## config.mk

```make
export PLATFORM = sky130hd
export DESIGN_NAME = seg_rule_eval
export DESIGN_NICKNAME = d
export VERILOG_FILES = /design/src/rtl/seg_chk_pkg.sv /design/src/rtl/seg_type_class.sv /design/src/rtl/seg_rule_eval.sv
export SDC_FILE = /design/constraint.sdc
export NUM_CORES = 1
export LEC_CHECK = 0
export ABC_AREA = 1
export BUFFER_PORTS_ARGS = -buffer_cell sky130_fd_sc_hd__buf_2
export CAP_MARGIN = 20
export CORE_AREA = 3 3 44 46
export DETAILED_ROUTE_END_ITERATION = 10
export DIE_AREA = 0 0 47 49
export PLACE_DENSITY = 0.85
export SYNTH_ARGS = -nofsm -noshare
export SYNTH_HDL_FRONTEND = slang
export SYNTH_SLANG_ARGS = --single-unit
```

## constraint.sdc

```tcl
create_clock -name vclk -period 3
set_clock_uncertainty 0.2 [all_clocks]
set_input_delay 0.6 -clock vclk [all_inputs]
set_output_delay 0.6 -clock vclk [all_outputs]
set_load 0.05 [all_outputs]
```

## src/rtl/seg_chk_pkg.sv

```systemverilog
package seg_chk_pkg;

  typedef enum logic [1:0] {
    FLT_NONE   = 2'd0,
    FLT_GP     = 2'd1,
    FLT_ABSENT = 2'd2
  } fault_e;

  typedef enum logic [3:0] {
    RSN_NONE     = 4'd0,
    RSN_C_SEL    = 4'd1,
    RSN_C_TYPE   = 4'd2,
    RSN_C_PRIV   = 4'd3,
    RSN_C_ABSENT = 4'd4,
    RSN_D_SEL    = 4'd5,
    RSN_D_TYPE   = 4'd6,
    RSN_D_PRIV   = 4'd7,
    RSN_D_ABSENT = 4'd8
  } reason_e;

  // check stage that failed, in evaluation order
  typedef enum logic [2:0] {
    STP_PASS   = 3'd0,
    STP_SEL    = 3'd1,
    STP_TYPE   = 3'd2,
    STP_PRIV   = 3'd3,
    STP_ABSENT = 3'd4
  } step_e;

  localparam int unsigned DATA_RSN_OFS = 4;

endpackage

```

## src/rtl/seg_type_class.sv

```systemverilog
module seg_type_class (
  input  logic       sys,
  input  logic [3:0] typ,
  output logic       is_code,
  output logic       is_conf,
  output logic       is_read,
  output logic       is_seg
);
  // bit 3: code; for code bit 2 conforming, bit 1 readable
  always_comb begin
    is_seg  = !sys;
    is_code = !sys && typ[3];
    is_conf = !sys && typ[3] && typ[2];
    is_read = !sys && (!typ[3] || typ[1]);
  end
endmodule

```

## src/rtl/seg_rule_eval.sv

```systemverilog
module seg_rule_eval
  import seg_chk_pkg::*;
#(
  parameter int unsigned SEL_W = 16,
  parameter int unsigned PL_W  = 2
) (
  input  logic             clk,
  input  logic             rst_n,
  input  logic             is_data,
  input  logic [SEL_W-1:0] sel,
  input  logic             sys,
  input  logic [3:0]       typ,
  input  logic             present,
  input  logic [PL_W-1:0]  dpl,
  input  logic [PL_W-1:0]  cpl,
  input  logic             oot,
  output fault_e           fault,
  output reason_e          reason,
  output logic [SEL_W-1:0] sel_out
);
  localparam int unsigned IDX_W = SEL_W - PL_W;

  logic            c_code, c_conf, c_read, c_seg;
  logic [PL_W-1:0] rpl;
  logic            null_sel, type_ok, priv_ok;
  step_e           step;

  seg_type_class u_cls (
    .sys    (sys),
    .typ    (typ),
    .is_code(c_code),
    .is_conf(c_conf),
    .is_read(c_read),
    .is_seg (c_seg)
  );

  assign rpl      = sel[PL_W-1:0];
  assign null_sel = (sel[SEL_W-1:PL_W] == '0);

  always_comb begin
    if (is_data) begin
      type_ok = c_seg && c_read;
      priv_ok = (c_code && c_conf) || ((cpl <= dpl) && (rpl <= dpl));
    end else begin
      type_ok = c_code;
      priv_ok = c_conf ? (dpl <= cpl) : ((rpl <= cpl) && (dpl == cpl));
    end
  end

  always_comb begin
    if (is_data && null_sel) step = STP_PASS;
    else if (oot)            step = STP_SEL;
    else if (!type_ok)       step = STP_TYPE;
    else if (!priv_ok)       step = STP_PRIV;
    else if (!present)       step = STP_ABSENT;
    else                     step = STP_PASS;
  end

  always_comb begin
    unique case (step)
      STP_PASS:   fault = FLT_NONE;
      STP_ABSENT: fault = FLT_ABSENT;
      default:    fault = FLT_GP;
    endcase
    if (step == STP_PASS) reason = RSN_NONE;
    else reason = reason_e'({1'b0, step} + (is_data ? 4'(DATA_RSN_OFS) : 4'd0));
    if (!is_data && step == STP_PASS) sel_out = {sel[SEL_W-1:PL_W], cpl};
    else                              sel_out = sel;
  end


  oot_gp_chk: assert property (@(posedge clk) disable iff (!rst_n)
    (oot && !(is_data && null_sel)) |-> (fault == FLT_GP && (reason == RSN_C_SEL || reason == RSN_D_SEL)));

  absent_only_if_clear_chk: assert property (@(posedge clk) disable iff (!rst_n)
    (fault == FLT_ABSENT) |-> !present);

  null_data_pass_chk: assert property (@(posedge clk) disable iff (!rst_n)
    (is_data && sel[SEL_W-1:PL_W] == IDX_W'(0)) |-> (fault == FLT_NONE && sel_out == sel));

  code_rpl_stamp_chk: assert property (@(posedge clk) disable iff (!rst_n)
    (!is_data && fault == FLT_NONE) |-> (sel_out[PL_W-1:0] == cpl));

  reason_pairs_fault_chk: assert property (@(posedge clk) disable iff (!rst_n)
    (reason == RSN_NONE) == (fault == FLT_NONE));
endmodule

```

==> results of run 1 <==
-- how the worst min path moves through the flow --
stage,slack (ps),end
global placement,1310,sel_out[5]
global route,1320,sel_out[10]
detailed placement,1310,sel_out[2]
CTS,1310,sel_out[2]
floorplan,1170,sel_out[10]
finish,1310,sel_out[2]
-- cell usage in the layout (no fill, tap or decap), types with 2 or more instances in the layout --
master / synthesis / final
buf_4: 14 / 9
nand2_2: 1 / 8
ha_4: 0 / 5
nand3_2: 1 / 4
buf_2: 0 / 43
inv_2: 3 / 5
inv_4: 1 / 2
nand3_1: 5 / 2
ha_1: 7 / 2
nand2_1: 32 / 25
nor2_2: 4 / 4
buf_8: 0 / 2
nor2_1: 15 / 15
inv_1: 18 / 15
buf_6: 0 / 5
-- layout make-up --
cell class / instances / area, um^2
multi-input cells: 75 / 550.5
well taps: 16 / 20.02
fillers: 151 / 485.5
inverters: 23 / 96.34
repair buffers: 60 / 389.1
-- logic make-up after synthesis --
logic type | after synthesis | synth area share
fa+ha+maj | 7 | 0.1381
compound gates | 3 | 0.04141
simple gates | 65 | 0.5148
buf+inv | 37 | 0.3057
-- layer usage --
metal  track usage  up-vias
li1              -      416
met1        0.1481      353
met2        0.2828       33
met3       0.01107        0
met4             0        0
met5             0        -
-- through the flow --
stage / total power [W] / hold slack, ps / worst slack (ps) / instances
floorplan: 0.0001301 / 1167 / 103.9 / 112
global placement: 0.0001719 / 1311 / -80.58 / 171
detailed placement: 0.0001768 / 1313 / -110.3 / 171
CTS: 0.0001830 / 1313 / 13.19 / 171
global route: 0.0002290 / 1320 / -76.12 / 174
finish: 0.0002119 / 1312 / 69.85 / 174
-- report_power, final --
| group | leakage [nW] | switching [W] | internal [W] |
|---|---|---|---|
| Combinational | 0.613 | 0.000133 | 0.0000785 |
| Sequential | 0 | 0 | 0 |
| Clock | 0 | 0 | 0 |
| Total | 0.613 | 0.000133 | 0.0000785 |
-- what timing repair did --
item / 4_1_cts / 5_1_grt
gates resized for setup: 7 / 31
setup buffers: 0 / 3
hold buffers: 0 / 0
pin swaps: 0 / 17
endpoints found under the setup margin: 3 / 3
==> impl_metrics.py, run 1 <==
metrics = {
    "power_and_ir_drop": {
        "p_per_area_nw_per_um2": 200.7,
        "ir_drop_mv": 0.1149,
        "leakagePower_nw": 0.6131,
    },
    "min_path": {
        "hp-class": "in2out",
        "hold_start": "sel[2]",
        "hold_depth": 2,
    },
    "critical_path": {
        "cp_top_family": "buffers and inverters",
        "cp.depth": 14,
        "endpoint": "sel_out[0]",
        "start_kind": "input port",
        "cpPeakStageDelay_ps": 220,
        "setup.worst_path.start": "dpl[0]",
        "crit_fanout": 3,
        "critPathBufInv": 5,
        "required_ps": 2200,
        "worstSetupPathType": "in2out",
        "path_cells": "buf_2 > inv_1 > ha_4 > nand2_2 > nand2_1 > nand2_1 > nand3_2 > buf_6 > buf_6 > a41oi_4 > nor2_4 > nand3_2 > nand2_2 > buf_8",
        "critPathSlowestCell": "a41oi_4",
        "cp.arrival_ps": 2130,
        "end_kind": "primary output",
    },
    "drt": {
        "wl_per_cell_um": 10.36,
        "totalWireLength_um": 1803,
        "drt_first_pass_iters": 4,
        "wl_met1_um": 598,
        "detail-route-antenna-nets": 0,
        "dr_wl_met2_um": 1049,
        "top_layer": "met3",
        "wl_met3_um": 156,
        "vias_per_cell": 4.609,
        "drcViolationCount": 0,
        "via_count": 802,
        "drtIter0Drc": 4,
    },
    "synth": {
        "yosysMostFrequentCell": "nand2_1",
        "synth.top_cell.area_share": 0.1893,
        "netlist_instances": 112,
        "ys_warn_count": 0,
        "seq_area_frac_synth": 0,
        "synth_fp_nets": 149,
        "yosysTopAreaCell": "nand2_1",
        "synth_area_um2": 634.4,
        "yosys-top-cells-area": "nand2_1 19%, buf_4 17%, ha_1 14%",
        "synth_cell_types": 22,
        "syn_area_per_cell_um2": 5.664,
        "synth_commonest_cells": "32 x nand2_1, 18 x inv_1, 15 x nor2_1",
    },
    "timing": {
        "slew_violations": 0,
        "rsz0062_at_grt": "true",
        "worstMarginPinSlew_ps": 247.5,
        "slew_headroom": 0.8345,
        "fin_crit_sh": 0.9767,
        "setup_viol": 0,
        "hold_violations": 0,
        "timing.fmax_ghz": 0.3413,
        "layout_min_cycle_time_ps": 2930,
        "setup_tns_ps": 0,
    },
    "cells_and_area": {
        "n_sequential_cell": 0,
        "design_area_um2": 1056,
        "clkbuf_count": 0,
        "nets": 197,
        "drive_gt1_frac": 0.6076,
        "area_growth_pct": 66.47,
        "seq_area_um2": 0,
        "final_util": 0.6851,
        "diodes": 0,
    },
    "floorplan": {
        "die_y_um": 49,
        "io_pins": 52,
        "die_w_um": 47,
        "die_area_um2": 2303,
        "row_count": 14,
        "coreArea_um2": 1541,
        "start_util": 0.4115,
    },
    "global_routing": {
        "antenna_found_initial": 0,
        "grt_first_pass_wirelength_um": 2587,
        "grt_max_degree": 7,
        "overflow": 0,
        "track_usage": 0.1376,
        "grt_pass1_vias": 721,
    },
    "place": {
        "hpwl_um": 1500,
        "place_area_um2": 878.3,
        "io_buffers": 49,
        "gp_congestion": 0.7329,
    },
    "status": {
        "outcome": "completed",
    },
    "run": {
        "drv_cap": 0,
    },
}
(Power assumes the default switching activity.)
==> run 2: changes to the inputs <==
--- a/config.mk
+++ b/config.mk
@@ -8,10 +8,12 @@
 export ABC_AREA = 1
 export BUFFER_PORTS_ARGS = -buffer_cell sky130_fd_sc_hd__buf_2
 export CAP_MARGIN = 20
-export CORE_AREA = 3 3 44 46
+export CORE_AREA = 3 3 43 45
 export DETAILED_ROUTE_END_ITERATION = 10
-export DIE_AREA = 0 0 47 49
-export PLACE_DENSITY = 0.85
+export DIE_AREA = 0 0 46 48
+export PLACE_DENSITY = 0.87
+export REMOVE_ABC_BUFFERS = 1
 export SYNTH_ARGS = -nofsm -noshare
 export SYNTH_HDL_FRONTEND = slang
+export SYNTH_HIERARCHICAL = 1
 export SYNTH_SLANG_ARGS = --single-unit
==> impl_metrics.py, run 2 <==
metrics = {
    "status": {
        "outcome": "completed",
    },
    "critical_path": {
        "cp_top_family": "simple AND/OR/NAND/NOR gates",
        "start_kind": "input port",
        "cpMostUsedCell": "nand2_1",
        "worstSetupPathType": "in2out",
        "path_cells": "buf_4 > inv_4 > ha_4 > nand2_2 > nand2_1 > nand2_1 > nand2_1 > nand3_2 > nand3_2 > inv_2 > nand2_4 > inv_4 > ha_4 > o21ai_1 > inv_1 > buf_6",
        "cp.arrival_ps": 2120,
        "cpPeakStageDelay_ps": 260,
        "critPathSlowestCell": "ha_4",
        "required_ps": 2200,
        "crit_fanout": 3,
        "end_kind": "primary output",
        "critPathBufInv": 6,
    },
    "floorplan": {
        "start_util": 0.4070,
        "io_pins": 52,
        "die_y_um": 48,
        "die_area_um2": 2208,
        "coreArea_um2": 1506,
        "row_count": 14,
        "die_w_um": 46,
    },
    "cells_and_area": {
        "clkbuf_count": 0,
        "final_util": 0.6138,
        "n_sequential_cell": 0,
        "diodes": 0,
        "mostFrequentLayoutCells": "45 x buf_2, 30 x nand2_1, 14 x inv_1, 14 x nor2_1, 8 x inv_2",
        "area_growth_pct": 50.82,
        "design_area_um2": 924.6,
        "nets": 194,
        "drive_gt1_frac": 0.5484,
        "fillCellCount": 144,
        "layout_commonest_cell": "buf_2",
        "seq_area_um2": 0,
    },
    "power_and_ir_drop": {
        "leakagePower_nw": 0.5724,
        "ir_drop_mv": 0.1132,
        "total_power_w": 0.0001940,
        "p_per_area_nw_per_um2": 209.8,
    },
    "synth": {
        "ys_warn_count": 6,
        "synth_cell_types": 19,
        "seq_area_frac_synth": 0,
        "synth_area_um2": 613.1,
        "netlist_instances": 114,
        "synth.top_cell.area_share": 0.2020,
        "synth_commonest_cells": "33 x nand2_1, 17 x inv_1, 14 x buf_4, 14 x nor2_1",
        "syn_area_per_cell_um2": 5.378,
        "yosysTopAreaCell": "nand2_1",
        "yosysMostFrequentCell": "nand2_1",
        "yosys-top-cells-area": "nand2_1 20%, buf_4 17%, ha_1 14%",
    },
    "timing": {
        "fin_crit_sh": 0.9746,
        "layout_min_cycle_time_ps": 2924,
        "timing.fmax_ghz": 0.3420,
        "setup_viol": 0,
        "hold_violations": 0,
        "slew_headroom": 0.8051,
        "worstMarginPinSlew_ps": 292.4,
        "slew_violations": 0,
    },
    "global_routing": {
        "antenna_found_initial": 0,
        "grt_first_pass_wirelength_um": 2352,
        "grt_pass1_vias": 684,
        "overflow": 0,
        "grt_max_degree": 8,
        "track_usage": 0.1355,
    },
    "drt": {
        "drt_first_pass_iters": 4,
        "vias_per_cell": 4.696,
        "totalWireLength_um": 1782,
        "detail-route-antenna-nets": 0,
        "drcViolationCount": 0,
        "via_count": 803,
        "wl_per_cell_um": 10.42,
        "drtIter0Drc": 4,
    },
    "place": {
        "hpwl_um": 1402,
        "io_buffers": 49,
        "place_area_um2": 810.8,
        "gp_congestion": 0.7675,
    },
    "min_path": {
        "hp-class": "in2out",
    },
    "run": {
        "drv_cap": 0,
    },
    "clock_network": {
        "cts-hold-fix-buffers": 0,
    },
}
run 2: layout make-up:
class / count / area (um^2) / share of cell area
multi-input cells: 76 / 498.0 / 0.5386
repair buffers: 55 / 311.5 / 0.3369
inverters: 24 / 95.09 / 0.1028
well taps: 16 / 20.02 / 0.02165
run 2: kinds of logic (layout without fill, tap and decap cells):
group / after synthesis / count (layout) / share of synthesized area
adder cells (fa/ha/maj): 7 / 7 / 0.1429
AO/OA/AOI/OAI: 5 / 5 / 0.06327
buffers and inverters: 38 / 79 / 0.3184
AND/OR/NAND/NOR: 64 / 64 / 0.4755
run 2: path summary, 6_finish.rpt:
check             startpoint    endpoint  slack (ps)  depth (start not counted)
setup / recovery      cpl[1]   reason[2]          80                         16
hold / removal        sel[8]  sel_out[8]        1310                          2
run 2: timing repair:
action,in CTS,in global routing
pin swaps,0,8
buffers inserted,0,1
setup endpoints to repair,3,5
gates resized for setup,4,20
run 2: per-stage QoR:
stage	TNS (ps)	setup slack (ps)	std cells	hold WS, ps
floorplan	-203.1	-94.96	100	1000
global placement	-37.75	-37.75	170	1308
detailed placement	-140.2	-90.81	170	1309
CTS	0	9.183	170	1309
global route	-24.97	-24.17	171	1317
finish	0	76.09	171	1311
run 2: power breakdown:
part	internal (W)	switching [W]	total [W]	leakage, nW
logic	0.0000658	0.000128	0.000194	0.572
registers	0	0	0	0
clock network	0	0	0	0
run 2: layer usage:
metal	GRT usage	wire length [um]	vias up
met3	0.003759	143	0
met2	0.2995	983	40
met5	0	0	-
met4	0	0	0
met1	0.1457	655	349
li1	-	-	414
